**src/rtl/uart_regbus_pkg.sv**
```systemverilog
package uart_regbus_pkg;
  localparam int BUS_W      = 16;
  localparam int BYTE_W     = 8;
  localparam int DIV_W      = 8;
  localparam int FRAME_BITS = BYTE_W + 2;
  localparam int IDX_W      = $clog2(FRAME_BITS);
  localparam logic [DIV_W-1:0] D2_MIN = DIV_W'(6);

  typedef enum logic [1:0] {
    REG_DATA_LO = 2'd0,
    REG_DATA_HI = 2'd1,
    REG_DIVIDER = 2'd2,
    REG_NONE    = 2'd3
  } reg_sel_e;
endpackage

```
**src/rtl/uart_bitclk.sv**
```systemverilog
module uart_bitclk #(
  parameter int CNT_W  = 8,
  parameter bit AT_MID = 1'b0
) (
  input  logic             clk,
  input  logic             rst_n,
  input  logic             run,
  input  logic [CNT_W-1:0] d1,
  input  logic [CNT_W-1:0] d2,
  output logic             tick
);
  logic [CNT_W-1:0] pre_q, pre_d, cyc_q, cyc_d;
  logic [CNT_W-1:0] last_cyc, target;
  logic             pre_wrap, cyc_wrap;

  assign last_cyc = d2 - CNT_W'(1);

  generate
    if (AT_MID) begin : g_mid
      assign target = (d2 >> 1) - CNT_W'(1);
    end else begin : g_end
      assign target = last_cyc;
    end
  endgenerate

  assign pre_wrap = (pre_q == d1);
  assign cyc_wrap = pre_wrap && (cyc_q == last_cyc);
  assign tick     = run && pre_wrap && (cyc_q == target);

  always_comb begin
    pre_d = pre_q;
    cyc_d = cyc_q;
    if (!run) begin
      pre_d = '0;
      cyc_d = '0;
    end else if (pre_wrap) begin
      pre_d = '0;
      cyc_d = cyc_wrap ? '0 : cyc_q + CNT_W'(1);
    end else begin
      pre_d = pre_q + CNT_W'(1);
    end
  end

  always_ff @(posedge clk or negedge rst_n) begin
    if (!rst_n) begin
      pre_q <= '0;
      cyc_q <= '0;
    end else begin
      pre_q <= pre_d;
      cyc_q <= cyc_d;
    end
  end
endmodule

```
**src/rtl/uart_txpath.sv**
```systemverilog
module uart_txpath
  import uart_regbus_pkg::*;
(
  input  logic              clk,
  input  logic              rst_n,
  input  logic              en,
  input  logic              wr_stb,
  input  logic [BYTE_W-1:0] wr_byte,
  input  logic              bit_tick,
  output logic              busy,
  output logic              txd,
  output logic              load_pulse,
  output logic              hold_full
);
  logic                  busy_q, busy_d;
  logic [FRAME_BITS-1:0] sh_q, sh_d;
  logic [IDX_W-1:0]      idx_q, idx_d;
  logic [BYTE_W-1:0]     hold_q, hold_d;
  logic                  full_q, full_d;
  logic                  irq_q, irq_d;
  logic                  frame_end, direct, from_hold;

  assign frame_end = busy_q && bit_tick && (idx_q == IDX_W'(FRAME_BITS-1));
  assign direct    = wr_stb && en && !busy_q && !full_q;
  assign from_hold = full_q && en && (!busy_q || frame_end);

  always_comb begin
    busy_d = busy_q;
    sh_d   = sh_q;
    idx_d  = idx_q;
    hold_d = hold_q;
    full_d = full_q;
    irq_d  = 1'b0;
    if (busy_q && bit_tick) begin
      if (frame_end) begin
        busy_d = 1'b0;
      end else begin
        sh_d  = {1'b1, sh_q[FRAME_BITS-1:1]};
        idx_d = idx_q + IDX_W'(1);
      end
    end
    if (direct) begin
      busy_d = 1'b1;
      sh_d   = {1'b1, wr_byte, 1'b0};
      idx_d  = '0;
      irq_d  = 1'b1;
    end else if (from_hold) begin
      busy_d = 1'b1;
      sh_d   = {1'b1, hold_q, 1'b0};
      idx_d  = '0;
      irq_d  = 1'b1;
      full_d = 1'b0;
    end
    if (wr_stb && !direct) begin
      hold_d = wr_byte;
      full_d = 1'b1;
    end
  end

  always_ff @(posedge clk or negedge rst_n) begin
    if (!rst_n) begin
      busy_q <= 1'b0;
      sh_q   <= '1;
      idx_q  <= '0;
      hold_q <= '0;
      full_q <= 1'b0;
      irq_q  <= 1'b0;
    end else begin
      busy_q <= busy_d;
      sh_q   <= sh_d;
      idx_q  <= idx_d;
      hold_q <= hold_d;
      full_q <= full_d;
      irq_q  <= irq_d;
    end
  end

  assign busy       = busy_q;
  assign txd        = busy_q ? sh_q[0] : 1'b1;
  assign load_pulse = irq_q;
  assign hold_full  = full_q;
endmodule

```
**src/rtl/uart_rxpath.sv**
```systemverilog
module uart_rxpath
  import uart_regbus_pkg::*;
(
  input  logic              clk,
  input  logic              rst_n,
  input  logic              en,
  input  logic              rxd,
  input  logic              mid_tick,
  output logic              run,
  output logic              byte_vld,
  output logic [BYTE_W-1:0] byte_out
);
  logic              s1_q, s2_q, prev_q, fall;
  logic              act_q, act_d;
  logic [IDX_W-1:0]  idx_q, idx_d;
  logic [BYTE_W-1:0] sh_q, sh_d, byte_q, byte_d;
  logic              vld_q, vld_d;

  assign fall = prev_q && !s2_q;

  always_comb begin
    act_d  = act_q;
    idx_d  = idx_q;
    sh_d   = sh_q;
    byte_d = byte_q;
    vld_d  = 1'b0;
    if (!act_q) begin
      if (en && fall) begin
        act_d = 1'b1;
        idx_d = '0;
      end
    end else if (!en) begin
      act_d = 1'b0;
    end else if (mid_tick) begin
      idx_d = idx_q + IDX_W'(1);
      if (idx_q == '0) begin
        if (s2_q) act_d = 1'b0;
      end else if (idx_q == IDX_W'(FRAME_BITS-1)) begin
        act_d = 1'b0;
        if (s2_q) begin
          vld_d  = 1'b1;
          byte_d = sh_q;
        end
      end else begin
        sh_d = {s2_q, sh_q[BYTE_W-1:1]};
      end
    end
  end

  always_ff @(posedge clk or negedge rst_n) begin
    if (!rst_n) begin
      s1_q   <= 1'b1;
      s2_q   <= 1'b1;
      prev_q <= 1'b1;
      act_q  <= 1'b0;
      idx_q  <= '0;
      sh_q   <= '0;
      byte_q <= '0;
      vld_q  <= 1'b0;
    end else begin
      s1_q   <= rxd;
      s2_q   <= s1_q;
      prev_q <= s2_q;
      act_q  <= act_d;
      idx_q  <= idx_d;
      sh_q   <= sh_d;
      byte_q <= byte_d;
      vld_q  <= vld_d;
    end
  end

  assign run      = act_q;
  assign byte_vld = vld_q;
  assign byte_out = byte_q;
endmodule

```
**src/rtl/uart_regbus.sv**
```systemverilog
module uart_regbus
  import uart_regbus_pkg::*;
(
  input  logic             clk,
  input  logic             rst_n,
  input  logic             bus_sel,
  input  logic             bus_wr,
  input  logic             bus_rd,
  input  logic [1:0]       bus_addr,
  input  logic [BUS_W-1:0] bus_wdata,
  output logic [BUS_W-1:0] bus_rdata,
  input  logic             rxd,
  output logic             txd,
  output logic             tx_irq,
  output logic             rx_irq,
  output logic             tx_full,
  output logic             rx_full
);
  logic              rst_meta_n, rst_sync_n;
  logic [BUS_W-1:0]  div_q, div_d;
  logic [BYTE_W-1:0] rx_data_q, rx_data_d;
  logic              rx_full_q, rx_full_d;
  logic [DIV_W-1:0]  d1, d2;
  logic              rate_ok, data_wr, data_rd, div_wr;
  logic [BYTE_W-1:0] wr_byte;
  logic              tx_busy, tx_tick, rx_run, rx_tick, rx_vld;
  logic [BYTE_W-1:0] rx_byte;
  reg_sel_e          sel;

  always_ff @(posedge clk or negedge rst_n) begin
    if (!rst_n) begin
      rst_meta_n <= 1'b0;
      rst_sync_n <= 1'b0;
    end else begin
      rst_meta_n <= 1'b1;
      rst_sync_n <= rst_meta_n;
    end
  end

  assign sel     = reg_sel_e'(bus_addr);
  assign d1      = div_q[BUS_W-1:BUS_W-DIV_W];
  assign d2      = div_q[DIV_W-1:0];
  assign rate_ok = (d2 >= D2_MIN);
  assign data_wr = bus_sel && bus_wr && ((sel == REG_DATA_LO) || (sel == REG_DATA_HI));
  assign data_rd = bus_sel && bus_rd && ((sel == REG_DATA_LO) || (sel == REG_DATA_HI));
  assign div_wr  = bus_sel && bus_wr && (sel == REG_DIVIDER);
  assign wr_byte = (sel == REG_DATA_HI) ? bus_wdata[BUS_W-1:BUS_W-BYTE_W] : bus_wdata[BYTE_W-1:0];

  always_comb begin
    div_d     = div_wr ? bus_wdata : div_q;
    rx_data_d = rx_vld ? rx_byte : rx_data_q;
    rx_full_d = rx_full_q;
    if (rx_vld)       rx_full_d = 1'b1;
    else if (data_rd) rx_full_d = 1'b0;
  end

  always_ff @(posedge clk or negedge rst_sync_n) begin
    if (!rst_sync_n) begin
      div_q     <= '0;
      rx_data_q <= '0;
      rx_full_q <= 1'b0;
    end else begin
      div_q     <= div_d;
      rx_data_q <= rx_data_d;
      rx_full_q <= rx_full_d;
    end
  end

  always_comb begin
    bus_rdata = '0;
    case (sel)
      REG_DATA_LO: bus_rdata = {{(BUS_W-BYTE_W){1'b0}}, rx_data_q};
      REG_DATA_HI: bus_rdata = {rx_data_q, {(BUS_W-BYTE_W){1'b0}}};
      REG_DIVIDER: bus_rdata = div_q;
      default:     bus_rdata = '0;
    endcase
  end

  uart_bitclk #(.CNT_W(DIV_W), .AT_MID(1'b0)) u_tx_rate (
    .clk(clk), .rst_n(rst_sync_n), .run(tx_busy), .d1(d1), .d2(d2), .tick(tx_tick)
  );

  uart_bitclk #(.CNT_W(DIV_W), .AT_MID(1'b1)) u_rx_rate (
    .clk(clk), .rst_n(rst_sync_n), .run(rx_run), .d1(d1), .d2(d2), .tick(rx_tick)
  );

  uart_txpath u_tx (
    .clk(clk), .rst_n(rst_sync_n), .en(rate_ok), .wr_stb(data_wr), .wr_byte(wr_byte),
    .bit_tick(tx_tick), .busy(tx_busy), .txd(txd), .load_pulse(tx_irq), .hold_full(tx_full)
  );

  uart_rxpath u_rx (
    .clk(clk), .rst_n(rst_sync_n), .en(rate_ok), .rxd(rxd), .mid_tick(rx_tick),
    .run(rx_run), .byte_vld(rx_vld), .byte_out(rx_byte)
  );

  assign rx_irq  = rx_vld;
  assign rx_full = rx_full_q;
endmodule

```
**config.mk**
```make
export PLATFORM = sky130hd
export DESIGN_NAME = uart_regbus
export DESIGN_NICKNAME = d
export VERILOG_FILES = /design/src/rtl/uart_regbus_pkg.sv /design/src/rtl/uart_bitclk.sv /design/src/rtl/uart_txpath.sv /design/src/rtl/uart_rxpath.sv /design/src/rtl/uart_regbus.sv
export SDC_FILE = /design/constraint.sdc
export NUM_CORES = 1
export LEC_CHECK = 0
export ABC_CLOCK_PERIOD_IN_PS = 3900
export BUFFER_PORTS_ARGS = -buffer_cell sky130_fd_sc_hd__buf_4
export CAP_MARGIN = 25
export CORE_UTILIZATION = 60
export CTS_BUF_LIST = sky130_fd_sc_hd__clkbuf_8
export DETAILED_ROUTE_END_ITERATION = 8
export HOLD_SLACK_MARGIN = 0.06
export PLACE_DENSITY = 0.83
export SLEW_MARGIN = 20
export SYNTH_ARGS = -nofsm -noshare
export SYNTH_HDL_FRONTEND = slang
export SYNTH_HIERARCHICAL = 1
export SYNTH_SLANG_ARGS = --single-unit
```
**constraint.sdc**
```tcl
create_clock -name clk -period 3.9 [get_ports clk]
set_input_delay 0 -clock clk [delete_from_list [all_inputs] [get_ports clk]]
set_output_delay 0 -clock clk [all_outputs]
set_load 0.05 [all_outputs]
```
==> run summary, run 1 <==
HPWL Detailed - 9580 µm
Placed Area - 6470 µm²
core box area - 9770 µm²
Post-CTS Repair Setup Buffers - 0
CTS resizes - 0
Critical Path Source Type - flip-flop
crit end category - flip-flop
root buffer cell - clkbuf_8
layout cells sized above 1 - 25.5%
# rows - 36
Achievable Freq - 0.278 GHz
final period utilization - 92.1%
pwr dens - 468 nW/µm²
worst reg2reg startpoint - div_q[3]
Top delay family on crit path - simple AND/OR/NAND/NOR gates
vias in the first global route - 4528
initial antenna violation count - 0
measured slew at the worst slew-check pin - 0.834 ns
asr flop ratio synth - 100%
Filler Cell Count - 695
Worst Reg-to-Reg Cells - 9
crit path cell chain - or3_1 > or3_4 > nor3b_2 > a21oi_1 > a211o_1 > a2111oi_2 > nand3_2 > nor4b_4 > mux2_2
Crit-path slowest cell - nor4b_4
Peak VDD IR - 0.522 mV
IO Port Bufs - 44
Synth Flop Type - dfrtp_1
Leakage - 3.20 nW
Internal Power - 0.00204 W
Design Power - 0.00322 W
Starting Density - 62.0%
fin cells - 738
syn_area_per_cell - 11.2 µm²
Via density - 6.12
Detail Route Antenna Nets - 0
largest net degree at the start of global routing - 48
Final Slew Violations - 0
Switching Fraction - 36.6%
post-synthesis sequential area ratio - 44.8%
CTS tree - done
Routed WL per cell - 19.1 µm
drt pass-1 iters - 4
Hold Path Depth - 3
Vias - 4519
DRC Markers - 0
Critical Path RT - 4.17 ns
Unique masters post-synth - 71
final hold vios - 0
Reg2Reg Setup Slack - 0.31 ns
GRT Total Usage - 29.1%
placed cell count - 701
Worst Path Max Fanout - 9
first-pass GRT wire length - 22900 µm
Data arrival, critical path - 3.86 ns
Die X - 103 µm
syn_nets - 578
final design instance area without fill - 6870 µm²
P&R area growth vs syn - 13.4%
Clock Sinks - 108
Critical Path Max Stage Delay - 0.61 ns
diode count - 0
Switch Pwr - 0.00118 W
EDFF count, synth - 0
power share of the sequential group - 48.2%
Ports - 45
crit path capture - u_rx/byte_out[2]
Clk pin slew, worst setup/hold paths - 0.11 ns
post-cts hold buffer count - 21
Fin Setup TNS - 0 ns
Overflow after GRT - 0
top cell type's share of synthesized area - 39.6%
Crit path depth - 9
Synthesis Warnings - 6
Synth Instances - 542
Crit Reg-Reg Endpoint - u_rx/byte_out[2]
worst hold path type - input pin to flip-flop
Final nets - 636
top post-synthesis cells by area - dfrtp_1 (40%), mux2_2 (8.5%), xor2_1 (6.1%), dfstp_2 (5.2%), mux2i_1 (3.5%)
routed wire length - 14100 µm
die area - 10500 µm²
Clock Skew - 0.0126 ns
# setup viols final - 0
leading area contributor after synthesis - dfrtp_1
die height - 103 µm
Skew-Pair Late Insertion Delay - 0.38 ns
TritonCTS Buffers - 9
Post-Syn Area - 6060 µm²
outcome - finished, final reports clean
WP buf/inv - 0
clock power share - 21.4%
H-Tree Level Count - 3
Comb pwr share - 30.5%
CP Launch Point - div_q[3]
critical path type - flip-flop to flip-flop
GP Congestion - 0.907
Period minus WS final - 3.59 ns
FF+latch count, synth - 108
maximum capacitance violations - 0
relative slew slack - 44.3%
Max Root-Sink Buffers - 2
unrepaired setup endpoints after global routing - no
Initial DRC Count - 267
## worst min-delay path: cells and delay by family
| kind | cells | cell delay [ns] |
|---|---|---|
| AND/OR/NAND/NOR | 1 | 0.28 |
| buffers and inverters | 1 | 0.12 |
| multiplexers | 1 | 0.21 |
## per-layer routing
metal	wire length [µm]	vias to the layer above	part of all wire, %	global-route usage, %
met5	0	-	0	1.44
met4	475	0	3.4	13.0
met3	875	41	6.2	6.64
met2	6760	198	48	46.5
met1	5970	2228	42	38.0
li1	-	2052	-	-
## worst min path at each step
stage,from,endpoint
floorplan,rst_n,rst_meta_n
global placement,rst_n,rst_meta_n
detailed placement,rst_n,rst_meta_n
CTS,bus_wr,div_q[10]
global route,rxd,u_rx/s1_q
finish,bus_wr,div_q[12]
## cells in the mapped netlist, types with 2 or more instances
library cell and count:
a32o_1 2, ha_1 12, o32ai_1 7, buf_6 5
a221o_1 4, or3_4 2, nor4_1 8, a21oi_1 12
and3_1 12, a31oi_1 6, nand4_1 6, xnor2_1 21
nand3b_1 2, and2_2 2, dfstp_2 12, a2111oi_0 2
clkbuf_2 2, nor3b_1 2, inv_1 14, mux2i_1 21
nor3_1 7, buf_2 5, nor2b_1 5, nand2b_1 8
dfrtp_1 96, nand3_1 31, and2_1 4, mux2_4 10
nand2_1 24, a22o_1 10, a211oi_1 3, nor2_1 41
clkbuf_1 10, xor2_1 42, mux2_2 46, nand4b_4 2
a21o_1 3, nand3_2 2, o21ai_0 7
## state kept, by name (all words and copies together) (netlist names), 4 cells and up
signal and flops:
rx_data_q 8, u_tx_rate/cyc_q 8, u_rx_rate/cyc_q 8, u_rx/byte_out 8, div_q 16, u_rx/sh_q 8, u_tx_rate/pre_q 8, u_rx_rate/pre_q 8
u_tx/sh_q 9, u_tx/hold_q 8, u_rx/idx_q 4, u_tx/idx_q 4
## through the flow
step           hold WS, ns  utilization (%)  setup WS [ns]
3_3_place_gp        -0.218             66.2          0.525
5_1_grt              0.254             70.3          0.126
6_report             0.256             70.3          0.309
4_1_cts              0.240             70.3          0.320
3_5_place_dp        -0.217             66.2          0.334
2_1_floorplan       -0.296                -          0.482
## cells in the final DEF, fill, tap and decap left out, types with 16 or more instances in the layout
cell type      instances
dfrtp_1               95
buf_4                 50
mux2_2                46
xor2_1                42
nor2_1                41
nand3_1               31
nand2_1               24
mux2i_1               21
dlygate4sd3_1         21
xnor2_1               21
inv_1                 16
## logic make-up after synthesis
kind of cell               share of synthesized area [%]
and+or+nand+nor                                     16.0
DFF                                                 44.8
muxes                                               14.7
AOI/OAI and AO/OA                                   9.70
xor gates and xnor gates                            9.10
buffers and inverters                               3.18
adders and majority gates                           2.48
other                                             0.0618
## power groups by stage
stage | logic, W | clock network, W | registers (W)
final | 0.000980 | 0.000687 | 0.00155
after global routing | 0.00107 | 0.000750 | 0.00157
after CTS | 0.000962 | 0.000696 | 0.00154
after detailed placement | 0.000939 | 0 | 0.00156
after global placement | 0.000896 | 0 | 0.00155
after floorplan | 0.000716 | 0 | 0.00153
## layout make-up
cell class,instances,area (µm²),share of cell area [%]
multi-input cells,396,3150,45.9
flip-flops and latches,108,2720,39.6
repair buffers,71,586,8.52
well taps,133,166,2.42
clock buffers,9,124,1.80
clock inverters,7,70.1,1.02
inverters,14,52.6,0.765
Note: power is estimated with default switching activity, not from simulation.
==> run 2, diff against run 1 <==
--- a/config.mk
+++ b/config.mk
@@ -9,10 +9,11 @@
 export BUFFER_PORTS_ARGS = -buffer_cell sky130_fd_sc_hd__buf_4
 export CAP_MARGIN = 25
 export CORE_UTILIZATION = 60
-export CTS_BUF_LIST = sky130_fd_sc_hd__clkbuf_8
 export DETAILED_ROUTE_END_ITERATION = 8
 export HOLD_SLACK_MARGIN = 0.06
 export PLACE_DENSITY = 0.83
+export REMOVE_ABC_BUFFERS = 1
+export SKIP_LAST_GASP = 1
 export SLEW_MARGIN = 20
 export SYNTH_ARGS = -nofsm -noshare
 export SYNTH_HDL_FRONTEND = slang
==> run 2 against run 1 <==
Core utilization grew 0.78 points. Worst hold slack gained 0.0080 ns. Setup slack gained 0.081 ns. Highest routed layer unchanged. Sequential share of layout area shrank 0.43 points. First-iteration DRC count grew 6.4%. Critical path depth shrank 1. Critical path type unchanged. Global-route usage shrank 0.51 points. Via count shrank 0.84%. Final cell count is the same. Count of clock-buffer cells in the layout grew 2. Non-clock buffer count is the same.
==> run summary, run 2 (synthesized netlist as in run 1, its figures left out) <==
outcome - finished, final reports clean
Initial DRC Count - 284 (+6.4%)
max FFs per register - 16 (unchanged)
drt pass-1 iters - 4 (unchanged)
Hold Path Depth - 2 (-1)
final hold vios - 0 (unchanged)
final design instance area without fill - 6950 µm² (+1.1%)
layout cells sized above 1 - 25.8% (+0.33 points)
Worst Reg-to-Reg Cells - 8 (-1)
maximum capacitance violations - 0 (unchanged)
Leakage - 3.23 nW (+0.84%)
Skew-Pair Late Insertion Delay - 0.38 ns (about the same)
largest net degree at the start of global routing - 78 (+63%)
TritonCTS Buffers - 9 (unchanged)
post-cts hold buffer count - 21 (unchanged)
clock power share - 25.4% (+4.0 points)
Worst Path Max Fanout - 12 (+3)
# setup viols final - 0 (unchanged)
most common cell after layout, fill and taps aside - dfrtp_1
measured slew at the worst slew-check pin - 0.807 ns (-0.0269 ns)
GRT Total Usage - 28.6% (-0.51 points)
CTS tree - done
diode count - 0 (unchanged)
worst hold path type - input pin to flip-flop
crit path capture - u_rx/byte_out[2]
Period minus WS final - 3.51 ns (-0.0813 ns)
die area - 10500 µm² (unchanged)
DRC Markers - 0 (unchanged)
Filler Cell Count - 678 (-2.4%)
Reg with most FFs - div_q
post-layout util - 71.1% (+0.78 points)
Largest regs - div_q (16), u_tx/sh_q (9)
unrepaired setup endpoints after global routing - no
first-pass GRT wire length - 22500 µm (-1.3%)
HPWL Detailed - 9600 µm (+0.23%)
crit end category - flip-flop
worst reg2reg startpoint - div_q[12]
Critical Path Max Stage Delay - 0.59 ns (-0.02 ns)
die height - 103 µm (unchanged)
P&R area growth vs syn - 14.6%
Peak VDD IR - 0.309 mV (-41%)
final period utilization - 90.0% (-2.1 points)
Post-CTS Repair Setup Buffers - 0 (unchanged)
Crit-path slowest cell - nor4b_4
Critical Path RT - 4.17 ns (about the same)
Via density - 6.07 (-0.84%)
Ports - 45 (unchanged)
Critical Path Source Type - flip-flop
Switch Pwr - 0.00116 W (-0.95%)
Comb pwr share - 28.8% (-1.7 points)
root buffer cell - clkbuf_8
vias in the first global route - 4555 (+0.60%)
relative slew slack - 46.1% (+1.8 points)
CTS resizes - 0 (unchanged)
Clk pin slew, worst setup/hold paths - 0.10 ns (about the same)
Vias - 4481 (-0.84%)
Clock Skew - 0.00863 ns (-0.00401 ns)
routed wire length - 14000 µm (-0.84%)
GP Congestion - 0.882 (-2.8%)
Starting Density - 62.0% (unchanged)
crit path cell chain - xor2_1 > nor4_1 > and3_1 > nand3_1 > a2111oi_2 > nand3_2 > nor4b_4 > mux2_2
critical path type - flip-flop to flip-flop
Overflow after GRT - 0 (unchanged)
# rows - 36 (unchanged)
Reg2Reg Setup Slack - 0.39 ns (+0.08 ns)
Detail Route Antenna Nets - 0 (unchanged)
power share of the sequential group - 45.8% (-2.4 points)
Die X - 103 µm (unchanged)
Fin Setup TNS - 0 ns (unchanged)
H-Tree Level Count - 3 (unchanged)
Placed Area - 6460 µm² (-0.12%)
Data arrival, critical path - 3.78 ns (-0.08 ns)
most frequent cells in the layout - dfrtp_1 (95), buf_4 (49), mux2_2 (46), xor2_1 (42), nor2_1 (41)
initial antenna violation count - 0 (unchanged)
Clock Sinks - 108 (unchanged)
IO Port Bufs - 44 (unchanged)
Crit Reg-Reg Endpoint - u_rx/byte_out[2]
pwr dens - 485 nW/µm² (+3.7%)
Max Root-Sink Buffers - 2 (unchanged)
Switching Fraction - 34.5% (-2.0 points)
Final Slew Violations - 0 (unchanged)
CP Launch Point - div_q[12]
Routed WL per cell - 18.9 µm (-0.84%)
Achievable Freq - 0.285 GHz (+2.3%)
core box area - 9770 µm² (unchanged)
Final nets - 636 (unchanged)
Internal Power - 0.00221 W (+8.3%)
## run 2: how the worst min path moves through the flow
| stage | start | endpoint |
|---|---|---|
| floorplan | rst_n | rst_meta_n |
| global placement | rst_n | rst_meta_n |
| detailed placement | rst_n | rst_meta_n |
| CTS | rxd | u_rx/s1_q |
| global route | rxd | u_rx/s1_q |
| finish | rxd | u_rx/s1_q |
## run 2: cell type report
cell class                      count  area [µm²]  share of cell area [%]
Timing Repair Buffer               71         598                    8.61
Clock inverter                      5         106                    1.53
Tap cell                          133         166                    2.39
Sequential cell                   108        2720                    39.2
Multi-Input combinational cell    396        3150                    45.4
Inverter                           14        52.6                   0.756
Clock buffer                       11         151                    2.18
## run 2: metal layers
| layer | wire length (µm) | global-route usage, % | up-vias |
|---|---|---|---|
| met2 | 6970 | 46.2 | 149 |
| met3 | 701 | 3.59 | 33 |
| li1 | - | - | 2053 |
| met4 | 455 | 15.3 | 0 |
| met1 | 5840 | 37.9 | 2246 |
| met5 | 0 | 0 | - |
## run 2: worst max-delay path: cells and delay by family, from the launching register on
family | cells | cell delay, ns
mux | 1 | 0.40
simple gates | 5 | 1.91
compound gates | 1 | 0.42
xor+xnor | 1 | 0.20
flops | 1 | 0.46
## run 2: per-stage QoR
step	worst slack [ns]	instances	power, W	hold WS, ns
floorplan	0.498	518	0.00221	-0.296
global placement	0.544	700	0.00244	-0.218
detailed placement	0.438	700	0.00249	-0.217
CTS	0.387	737	0.00336	0.251
global route	0.111	738	0.00354	0.263
finish	0.390	738	0.00337	0.264
## run 2: power groups by stage
| stage | logic [W] | registers [W] | clock network (W) |
|---|---|---|---|
| finish | 0.000971 | 0.00155 | 0.000857 |
| global route | 0.00106 | 0.00157 | 0.000903 |
| CTS | 0.000947 | 0.00155 | 0.000869 |
| detailed placement | 0.000924 | 0.00157 | 0 |
| global placement | 0.000882 | 0.00156 | 0 |
| floorplan | 0.000670 | 0.00154 | 0 |
